### config.mk
export PLATFORM = sky130hd
export DESIGN_NAME = dma_master
export DESIGN_NICKNAME = d
export VERILOG_FILES = /design/src/rtl/dma_master.sv
export SDC_FILE = /design/constraint.sdc
export NUM_CORES = 1
export LEC_CHECK = 0
export BUFFER_PORTS_ARGS = -buffer_cell sky130_fd_sc_hd__buf_2
export CAP_MARGIN = 30
export CORE_MARGIN = 8
export CORE_UTILIZATION = 53
export DETAILED_ROUTE_END_ITERATION = 8
export PLACE_DENSITY_LB_ADDON = 0.3
export SYNTH_ARGS = -nofsm -noshare
export SYNTH_HDL_FRONTEND = slang
export SYNTH_SLANG_ARGS = --single-unit
### constraint.sdc
create_clock -name clk -period 3.6 [get_ports clk]
set_clock_uncertainty 0.2 [all_clocks]
set_input_delay 1.08 -clock clk [delete_from_list [all_inputs] [get_ports clk]]
set_output_delay 1.08 -clock clk [all_outputs]
set_load 0.1 [all_outputs]
### src/rtl/dma_master.sv
module dma_master #(
  parameter int NCH = 4,
  parameter int AW  = 16,
  parameter int DW  = 16,
  parameter int CW  = 16,
  localparam int SW = (NCH > 1) ? $clog2(NCH) : 1
) (
  input  logic          clk,
  input  logic          rst_n,
  input  logic          cfg_we,
  input  logic [SW-1:0] cfg_sel,
  input  logic [AW-1:0] cfg_addr,
  input  logic [CW-1:0] cfg_count,
  input  logic          cfg_dir,
  input  logic [1:0]    cfg_mode,
  output logic          hold,
  input  logic          hlda,
  input  logic          cpu_idle,
  input  logic [NCH-1:0] drq,
  output logic [NCH-1:0] dack,
  output logic          tc,
  output logic [AW-1:0] mem_addr,
  output logic [DW-1:0] mem_wdata,
  input  logic [DW-1:0] mem_rdata,
  output logic          mem_rd,
  output logic          mem_wr,
  input  logic [DW-1:0] per_wdata,
  output logic [DW-1:0] per_rdata
);
  localparam logic [1:0] M_STEAL = 2'b01;
  localparam logic [1:0] M_INTL  = 2'b10;

  typedef enum logic [1:0] {S_IDLE, S_REQ, S_XFER, S_REL} state_t;

  state_t        st;
  logic [SW-1:0] cur;
  logic [AW-1:0] addr_q [NCH];
  logic [CW-1:0] cnt_q  [NCH];
  logic          en_q   [NCH];
  logic          dir_q  [NCH];
  logic [1:0]    mode_q [NCH];

  logic [1:0]    cm;
  logic          word, last, pick_ok;
  logic [SW-1:0] pick;

  assign cm   = mode_q[cur];
  assign word = (st == S_XFER) && hlda && drq[cur] && (cm != M_INTL || cpu_idle);
  assign last = word && (cnt_q[cur] == CW'(1));

  assign hold      = (st == S_REQ) || (st == S_XFER);
  assign tc        = last;
  assign mem_wr    = word && dir_q[cur];
  assign mem_rd    = word && !dir_q[cur];
  assign mem_addr  = word ? addr_q[cur] : '0;
  assign mem_wdata = mem_wr ? per_wdata : '0;
  assign per_rdata = mem_rd ? mem_rdata : '0;

  always_comb begin
    pick_ok = 1'b0;
    pick    = '0;
    for (int i = NCH - 1; i >= 0; i--) begin
      if (en_q[i] && drq[i] && (mode_q[i] != M_INTL || cpu_idle)) begin
        pick_ok = 1'b1;
        pick    = SW'(i);
      end
    end
  end

  always_ff @(posedge clk or negedge rst_n) begin
    if (!rst_n) begin
      st  <= S_IDLE;
      cur <= '0;
    end else begin
      unique case (st)
        S_IDLE: if (pick_ok) begin
          cur <= pick;
          st  <= S_REQ;
        end
        S_REQ:  if (hlda) st <= S_XFER;
        S_XFER: begin
          if (last)                                      st <= S_REL;
          else if (word && cm == M_STEAL)                st <= S_REL;
          else if (!word && cm == M_INTL)                st <= S_REL;
        end
        S_REL:  if (!hlda) st <= S_IDLE;
        default: st <= S_IDLE;
      endcase
    end
  end

  for (genvar g = 0; g < NCH; g++) begin : g_ch
    logic sel_g, busy_g;
    assign sel_g   = (cur == SW'(g));
    assign busy_g  = (st != S_IDLE) && sel_g;
    assign dack[g] = word && sel_g;

    always_ff @(posedge clk or negedge rst_n) begin
      if (!rst_n) begin
        addr_q[g] <= '0;
        cnt_q[g]  <= '0;
        en_q[g]   <= 1'b0;
        dir_q[g]  <= 1'b0;
        mode_q[g] <= '0;
      end else if (cfg_we && cfg_sel == SW'(g) && !busy_g) begin
        addr_q[g] <= cfg_addr;
        cnt_q[g]  <= cfg_count;
        en_q[g]   <= (cfg_count != '0);
        dir_q[g]  <= cfg_dir;
        mode_q[g] <= cfg_mode;
      end else if (dack[g]) begin
        addr_q[g] <= addr_q[g] + AW'(1);
        cnt_q[g]  <= cnt_q[g] - CW'(1);
        if (cnt_q[g] == CW'(1)) en_q[g] <= 1'b0;
      end
    end
  end

  a_r1_owned_bus: assert property (@(posedge clk) disable iff (!rst_n)
    (mem_rd || mem_wr || (dack != '0)) |-> (hold && hlda));

  a_r2_single_ack: assert property (@(posedge clk) disable iff (!rst_n)
    $onehot0(dack));

  a_r2_ack_requested: assert property (@(posedge clk) disable iff (!rst_n)
    (dack != '0) |-> ((dack & drq) != '0));

  a_r3_tc_with_ack: assert property (@(posedge clk) disable iff (!rst_n)
    tc |-> (dack != '0));

  a_r4_block_keeps_bus: assert property (@(posedge clk) disable iff (!rst_n)
    (st == S_XFER && cm != M_STEAL && cm != M_INTL && !last) |=> hold);

  a_r5_steal_releases: assert property (@(posedge clk) disable iff (!rst_n)
    (word && cm == M_STEAL) |=> !hold);

  a_r6_idle_only: assert property (@(posedge clk) disable iff (!rst_n)
    (word && cm == M_INTL) |-> cpu_idle);
endmodule

After elaboration in Yosys (flattened, before gate mapping)
Index checks and enable logic that the tools add are counted.
{ "word_totals": {"ff_bits": 148, "latchBits": 0, "mem_bits_rw": 0, "rom_bits": 0, "in_bits": 78, "out_inout_bits": 56, "elab_cells": 181, "mem_count": 0} }
{ "op_classes": {"add_sub_neg": 8, "multipliers": 0, "div_mod_pow": 0, "magnitude_cmp": 2, "eq_ne": 25, "shift": 0, "n_mux": 60, "n_bitwise": 1, "n_reduce_logical": 63} }
{ "op_table": {"columns": ["operator", "n"], "rows": [
  ["$mux W16", 23],
  ["$eq A16 B1 Y1 const B", 5],
  ["$add A16 B1 Y16 const B", 4],
  ["$bmux W16 S2", 2],
  ["$sub A16 B1 Y16 const B", 4],
  ["$logic_and A1 B1 Y1", 32],
  ["$mux W2", 12],
  ["$mux W1", 19],
  ["$reduce_bool A2 Y1", 9],
  ["$ne A2 B2 Y1 const B", 8],
  ["$reduce_bool A16 Y1", 1],
  ["$eq A2 B2 Y1 const B", 7],
  ["$reduce_and A2 Y1", 5],
  ["$eq A2 B1 Y1 const B", 4],
  ["$pmux W2 S4", 1],
  ["$logic_not A1 Y1", 6],
  ["$logic_not A2 Y1", 3],
  ["$logic_or A1 B1 Y1", 6],
  ["$bmux W1 S2", 2],
  ["$bmux W2 S2", 1],
  ["$ne A4 B2 Y1 const B", 1],
  ["$reduce_and A4 Y1", 1],
  ["$ge A3 B3 Y1 const B", 1],
  ["$lt A2 B3 Y1 const B", 1],
  ["$not A2 Y3", 1]
]} }

Logic depth before layout (Yosys ltp)
Gate-level depths: netlist of run 1.
{ "logic_depth": {"depth_word": 13, "ltp_mapped": 11, "depth_no_buf": 10} }

Worst setup path before layout of run 1
No wires, ideal clock.
{ "synth_timing": {"kind": "in2out", "start": "in drq[2]", "end": "out per_rdata[10]", "t_arrival_ns": 3.857, "t_required_ns": 2.320, "slack_ns": -1.537, "path_stages": 6, "path_buffers": 1, "cell_sequence": "mux4_2 > o311a_2 > nand2_1 > nor2_1 > clkbuf_1 > and2_1"} }
{ "synth_between": {"elab_chain_cells": 6} }
{ "synth_rtl": {"columns": ["element", "line_no", "rtl"], "rows": [
  ["start: declaration", "19", "input logic [NCH-1:0] drq,"],
  ["$bmux W1 S2", "48", "assign word = (st == S_XFER) && hlda && drq[cur] && (cm != M_INTL || cpu_idle);"],
  ["$mux W1 (not written as such)", "48", null],
  ["$logic_and A1 B1 Y1 (2 in a row)", "48", null],
  ["$logic_and A1 B1 Y1", "54", "assign mem_rd = word && !dir_q[cur];"],
  ["net mem_rd", "25", "output logic mem_rd,"],
  ["$mux W16", "57", "assign per_rdata = mem_rd ? mem_rdata : '0;"],
  ["end: declaration", "28", "output logic [DW-1:0] per_rdata"]
]} }
The timed path passes the listed nets, and every way through them passes these cells. The select of a mux whose other input is x is not followed.

Worst setup path after layout of run 1
{ "layout_timing": {"start": "in drq[3]", "end": "out mem_wdata[11]"} }
{ "layout_between": {"elab_chain_cells": 6} }
{ "layout_rtl": {"columns": ["element", "line_no", "rtl"], "rows": [
  ["$bmux W1 S2", "48", null],
  ["$mux W1 (not written as such)", "48", null],
  ["$logic_and A1 B1 Y1 (2 in a row)", "48", null],
  ["$logic_and A1 B1 Y1", "53", "assign mem_wr = word && dir_q[cur];"],
  ["$mux W16", "56", "assign mem_wdata = mem_wr ? per_wdata : '0;"],
  ["end: declaration", "23", "output logic [DW-1:0] mem_wdata,"]
]} }
No other way between the ends. The select of a mux whose other input is x is not followed.

==> summary.txt, run 1 <==
Run status
  – Status: finished with violations
  – Failing checks: negative setup slack

Global routing
  – Antenna violations before repair: 0
  – Grt ovf: 0
  – Vias in the first global route: approximately 8,600
  – GRT Util Overall: a little over a quarter
  – Largest net degree at the start of global routing: 66
  – Global-route wire length before repair: between 40,000 and 50,000 microns

Place
  – Post-place setup slack: -346.5 ps
  – GPL Wtd Cong: roughly 0.87
  – Placed Instances: ~1,400
  – Port Buffers: ~130
  – Post-DP Area: ~11,000 sq um
  – Post-DP HPWL: 20,230 microns

Clock tree
  – Clk buf depth: 2
  – Worst-path clk slew: 60 ps
  – # hold bufs at CTS: 0
  – Clock root buffer: clkbuf_16
  – CTS tree: yes
  – Clk_lat worst skew: 430 ps
  – Cts bufs inserted: 17
  – CTS sink cnt: roughly 150
  – H-tree depth: 4

Routing
  – Post-DR wirelength/cell: 20.04 microns
  – Vias: 8,608
  – Drt initial violations: around 730
  – DRC: 0
  – Vias per inst: about 6.0
  – First drt pass iteration count: 5
  – Antenna Nets Post-Route: 0
  – Routed wire length: between 20,000 and 30,000 microns

Floorplan
  – Row count: 48
  – Die height: about 150 microns
  – Initial Util: a little over half
  – I/O pins: 134
  – DIE WIDTH: between 100 and 150 microns
  – Core ar.: 17,180 sq um
  – Die footprint: roughly 22,000 sq um

STA
  – Final slew viol count: 0
  – Final Hold Fails: 0
  – Actual slew at the worst max-slew pin: 744.2 ps
  – Tmin final: around 3800 ps
  – Worst slew margin: 49.87%
  – RSZ-0062 raised after global routing: true
  – Achievable frequency: roughly 260 MHz
  – Fin crit share: 105.6%
  – Final worst slack: -202.3 ps
  – Final Setup Violations: 55

Critical path
  – Setup crit start kind: primary input
  – CP required: approximately 2300 ps
  – Crit path DAT: 2520 ps
  – Critical path endpoint category: output port
  – Critical path fanouts, max: 8
  – Setup CP Type: primary input to output port

Cells and area
  – Post-Layout Inst Area: between 10,000 and 15,000 sq um
  – Area grow syn2layout: 33.16%
  – Share of the core filled with cells: a little under three quarters
  – Proportion of layout cells with a drive suffix above 1: 29.12%
  – Layout Cells excl Fill: roughly 1,400
  – Nets: roughly 1,300

Power
  – P_leak: ~0.0049 uW
  – Max VDD drop: ~0.45 mV
  – Pwr Density: 763.9 nW/um^2

Synthesis
  – Post-synth EDFFs: 0
  – Async set or reset register ratio after synthesis: between 90% and 100%
  – Main combinational cell family by area after synthesis: simple AND/OR/NAND/NOR gates
  – Number of synthesis warnings: 0
  – Simple-gate share of the synthesized area: around a quarter
  – Syn Area/Cell: ~9.1 sq um
  – Post-Synth XOR/XNOR Area: between 10% and 20%
  – Synth cell types: 64
  – Compound-gate portion of the synthesized area: between 10% and 20%
  – Register area share after synthesis: about two fifths
  – Adder-cell share of the synthesized area: between 2 and 2.5%
  – Post-synthesis mux area share: just under 7%
  – Seq cells post-synth: around 150
  – Most used flip-flop cell after synthesis: dfrtp_1
  – Post-Syn Area: 9251 sq um
  – Syn Nets: 1,113
  – Cells after synthesis: around 1,000

Hold path
  – Type of the most critical hold path: register to register

Run
  – Max Cap Viol: 0
[critical path, stage by stage]
cell     delay [ps]
buf_6            90
mux4_2          510
o311a_4         190
buf_6           140
and3_4          190
and2_4          160
buf_12          160
[worst paths after layout]
check	startpoint	endpoint	slack, ps	cells past startpoint
min	dir_q[1]$_DFFE_PN0P_	dir_q[1]$_DFFE_PN0P_	300	2
max	drq[3]	mem_wdata[11]	-200	7
min in group asynchronous	rst_n	cnt_q[43]$_DFFE_PN0P_	420	1
min reg2reg	dir_q[1]$_DFFE_PN0P_	dir_q[1]$_DFFE_PN0P_	300	2
max reg2reg	cnt_q[58]$_DFFE_PN0P_	st[1]$_DFFE_PN0P_	640	8
max in group asynchronous	rst_n	addr_q[52]$_DFFE_PN0P_	2050	2
[synth_stat cells (all sizes together) (11+ instances only)]
cell	n	share of area [%]
o21ai	75	4.1
mux4	18	4.4
xnor2	56	5.3
nor4	30	2.9
nand3	29	1.6
clkbuf	36	1.5
mux2	11	1.4
ha	16	2.2
and2	36	2.4
nand2	135	5.5
and3	31	2.1
inv	21	0.85
a21oi	67	3.6
xor2	61	5.8
nor2	104	4.2
nand4	29	2.0
nor3	19	1.3
dfrtp	148	40
buf	15	1.1
[layout make-up]
| class | count | area, sq um |
|---|---|---|
| sequential | 148 | 3705 |
| fill | 1209 | 4857 |
| tap | 225 | 281.5 |
| antenna | 1 | 2.502 |
| clock buffer | 19 | 442.9 |
| inverter | 22 | 91.34 |
| timing repair buffer | 201 | 2121 |
| clock inverter | 12 | 155.1 |
| multi-input combinational | 800 | 5520 |
[power by group]
group | switching (uW) | internal (uW)
sequential | 868 | 2410
clock | 717 | 1100
combinational | 2400 | 1910
total | 3980 | 5430
[cell usage in the layout, fill, tap and decap left out, types with 4 or more instances in the layout]
| cell | instances |
|---|---|
| mux4_2 | 18 |
| mux2i_1 | 9 |
| ha_1 | 16 |
| nor3_1 | 16 |
| nor4_4 | 5 |
| clkbuf_16 | 17 |
| clkinvlp_4 | 6 |
| and3_4 | 18 |
| nor4_1 | 23 |
| o211ai_1 | 4 |
| mux2_2 | 10 |
| nand3_1 | 27 |
| or3_1 | 6 |
| a21oi_1 | 67 |
| buf_6 | 11 |
| dfrtp_1 | 147 |
| nor2b_1 | 8 |
| xor2_1 | 61 |
| buf_2 | 72 |
| and3_1 | 14 |
| nand3b_1 | 4 |
| nand2_1 | 131 |
| o311ai_0 | 4 |
| xnor2_1 | 56 |
| nor2_1 | 101 |
| inv_1 | 19 |
| buf_4 | 58 |
| and2_1 | 4 |
| nand4b_1 | 4 |
| o21ai_0 | 70 |
| a31oi_1 | 6 |
| buf_12 | 60 |
| nand4_1 | 28 |
| and2_4 | 32 |
[flip-flops by register name (all words and copies together) (netlist names)]
signal	flops
st	2
cur	2
dir_q	4
mode_q	8
addr_q	64
cnt_q	64
en_q	4
[metrics by stage]
stage | hold WS [ps] | TNS, ps | total power, uW
finish | 297.1 | -6198 | 9411
global route | 324.6 | -7470 | 9915
CTS | 293.8 | -5214 | 9291
detailed placement | 276.6 | -11150 | 7181
global placement | 259.7 | -9788 | 7060
floorplan | 240.3 | -4622 | 5989
[logic make-up after synthesis]
family | Yosys count
DFF | 148
muxes | 38
xor gates and xnor gates | 117
buffers and inverters | 73
AOI/OAI and AO/OA | 171
and+or+nand+nor | 456
adders and majority gates | 16
[repair_timing]
action | CTS | global route
cloned | 2 | 0
setup buffers | 14 | 12
pin swaps | 18 | 6
resized for setup | 89 | 14
setup endpoints to repair | 55 | 55
[layer usage]
layer,vias up,track usage [%],wire length [microns]
met4,0,10.40,851
met5,-,0,0
li1,3930,-,-
met1,4149,35.29,11820
met3,71,5.652,2624
met2,458,40.98,13330
(Power assumes the default switching activity.)
==> run 2, diff against run 1 <==
--- a/config.mk
+++ b/config.mk
@@ -8,7 +8,7 @@
 export BUFFER_PORTS_ARGS = -buffer_cell sky130_fd_sc_hd__buf_2
 export CAP_MARGIN = 30
 export CORE_MARGIN = 8
-export CORE_UTILIZATION = 53
+export CORE_UTILIZATION = 49
 export DETAILED_ROUTE_END_ITERATION = 8
 export PLACE_DENSITY_LB_ADDON = 0.3
 export SYNTH_ARGS = -nofsm -noshare
==> run 2 against run 1 <==
Compared with the run above:
- the flow still finishes with violations (negative setup slack)
- non-clock buffer count up 10
- combinational power about the same
- first-iteration DRC count up 7.9%
- maximum frequency about the same
- count of clock-buffer cells in the layout up 2
- sequential power about the same
- utilization down 5.1 points
- routed wire length down 0.49%
- sequential share of layout area down 0.21 points
- die area up 7.3%
- hold slack worse by 15 ps
==> summary.txt, run 2 (synthesis results as in run 1) <==
Cells and area
  – Commonest non-fill, non-tap cell in the layout: dfrtp_1
  – Area grow syn2layout: 34.16%
  – ANT cells: 0 (-1)
  – Nets: 1,294 (+0.78%)
  – Post-Layout Inst Area: 12,410 sq um (+0.75%)
  – Most frequent cells in the layout: 146 x dfrtp_1, 132 x nand2_1, 101 x nor2_1, 73 x buf_2, 70 x o21ai_0
  – Filler cells: 1,384 (+14%)
  – Proportion of layout cells with a drive suffix above 1: 29.56% (+0.44 points)
  – Layout Cells excl Fill: 1,445 (+1.2%)
  – Largest regs: addr_q: 64 flops, cnt_q: 64 flops, mode_q: 8 flops

Place
  – Port Buffers: 133 (unchanged)
  – Post-DP HPWL: 20,900 microns (+3.3%)
  – Post-DP Area: 11,490 sq um (+2.8%)
  – GPL Wtd Cong: 0.8997 (+2.8%)
  – Post-place setup slack: -353.7 ps (-7.202 ps)
  – Placed Instances: 1,396 (+1.3%)

Critical path
  – Flop2flop setup slack: 630 ps (about the same)
  – Setup crit start kind: primary input
  – Setup CP Type: primary input to output port
  – Critical path endpoint category: output port
  – CP required: 2320 ps (about the same)
  – Critical path fanouts, max: 17 (+9)
  – Crit path DAT: 2520 ps (about the same)

Global routing
  – Grt ovf: 0 (unchanged)
  – Antenna violations before repair: 0 (unchanged)
  – Largest net degree at the start of global routing: 60 (-9.1%)
  – GRT Util Overall: 24.15% (-2.2 points)
  – Vias in the first global route: 8,303 (-3.0%)
  – Global-route wire length before repair: 45,430 microns (-1.2%)

Run status
  – Failing checks: negative setup slack
  – Status: finished with violations

Floorplan
  – Core ar.: 18,640 sq um (+8.5%)
  – Initial Util: 49.62% (-4.2 points)
  – DIE WIDTH: 153.4 microns (+3.6%)
  – Die footprint: 23,530 sq um (+7.3%)
  – Row count: 50 (+4.2%)
  – Die height: 153.4 microns (+3.6%)
  – I/O pins: 134 (unchanged)

Clock tree
  – CTS sink cnt: 148 (unchanged)
  – # hold bufs at CTS: 0 (unchanged)
  – Clk buf depth: 2 (unchanged)
  – Clk_lat worst skew: 430 ps (about the same)
  – Worst-path clk slew: 60 ps (about the same)
  – CTS tree: yes
  – Cts bufs inserted: 17 (unchanged)
  – Clock root buffer: clkbuf_16
  – H-tree depth: 4 (unchanged)

Hold path
  – Type of the most critical hold path: register to register

Power
  – Pwr Density: 759.6 nW/um^2 (-0.56%)
  – P_leak: 0.004959 uW (+1.2%)
  – Max VDD drop: 0.4685 mV (+3.3%)

Routing
  – Drt initial violations: 792 (+7.9%)
  – Vias: 8,502 (-1.2%)
  – DRC: 0 (unchanged)
  – First drt pass iteration count: 5 (unchanged)
  – Vias per inst: 5.884 (-2.4%)
  – Post-DR wirelength/cell: 19.71 microns (-1.7%)
  – Antenna Nets Post-Route: 0 (unchanged)
  – Routed wire length: 28,480 microns (-0.49%)

STA
  – Final Setup Violations: 55 (unchanged)
  – Final worst slack: -202.6 ps (-0.2540 ps)
  – Worst slew margin: 46.19% (-3.7 points)
  – Achievable frequency: 263.0 MHz (about the same)
  – Actual slew at the worst max-slew pin: 806.8 ps (+62.63 ps)
  – Tmin final: 3803 ps (+0.2540 ps)
  – Worst hold slack: 281.8 ps (-15.33 ps)
  – Fin crit share: 105.6% (about the same)
  – RSZ-0062 raised after global routing: true
  – Final Hold Fails: 0 (unchanged)
  – Final slew viol count: 0 (unchanged)
  – TNS Setup: -7953 ps (-1755 ps)

Run
  – Max Cap Viol: 0 (unchanged)
## run 2: worst paths after layout
check	startpoint	end	depth (start not counted)
max	drq[3]	per_rdata[10]	9
min	dir_q[1]$_DFFE_PN0P_	dir_q[1]$_DFFE_PN0P_	2
max reg2reg	cur[1]$_DFFE_PN0P_	cnt_q[47]$_DFFE_PN0P_	12
min reg2reg	dir_q[1]$_DFFE_PN0P_	dir_q[1]$_DFFE_PN0P_	2
max in group asynchronous	rst_n	cnt_q[38]$_DFFE_PN0P_	2
min in group asynchronous	rst_n	cnt_q[43]$_DFFE_PN0P_	1
## run 2: layout make-up
| type | instances | area (sq um) | share of cell area, % |
|---|---|---|---|
| clock inverters | 9 | 130.1 | 1.048 |
| repair buffers | 211 | 2201 | 17.73 |
| well taps | 234 | 292.8 | 2.359 |
| clock buffers | 21 | 460.4 | 3.710 |
| multi-input cells | 800 | 5532 | 44.57 |
| inverters | 22 | 90.09 | 0.7258 |
| flip-flops and latches | 148 | 3706 | 29.86 |
## run 2: where the power goes
group          total, uW  internal [uW]  switching [uW]  leakage (uW)
Clock               1800           1120             685      0.000289
Combinational       4340           1940            2400       0.00294
Sequential          3290           2420             872       0.00173
## run 2: stage by stage
step	utilization [%]	total power, uW
final	66.58	9428
after global routing	66.58	9932
after CTS	66.04	9326
after detailed placement	61.63	7341
after global placement	61.63	7214
after floorplan	-	5989
## run 2: layer usage
metal | wire [microns] | share of wire, % | global-route usage, %
met5 | 0 | 0 | 0
met4 | 701 | 2.5 | 8.073
met3 | 2046 | 7.2 | 5.582
met2 | 13270 | 47 | 38.50
met1 | 12470 | 44 | 31.88
## run 2: critical path, cell delays in order
cell,delay [ps]
buf_6,90
mux4_2,490
o311a_4,180
buf_6,140
nand2_4,60
nor2_4,40
buf_12,140
and2_4,140
buf_12,160
## run 2: timing repair
item / CTS / global route
buffers inserted: 11 / 9
setup endpoints to repair: 55 / 55
pin swaps: 9 / 11
resized for setup: 42 / 13
endpoints found under the hold margin: 0 / 0
cloned: 1 / 1
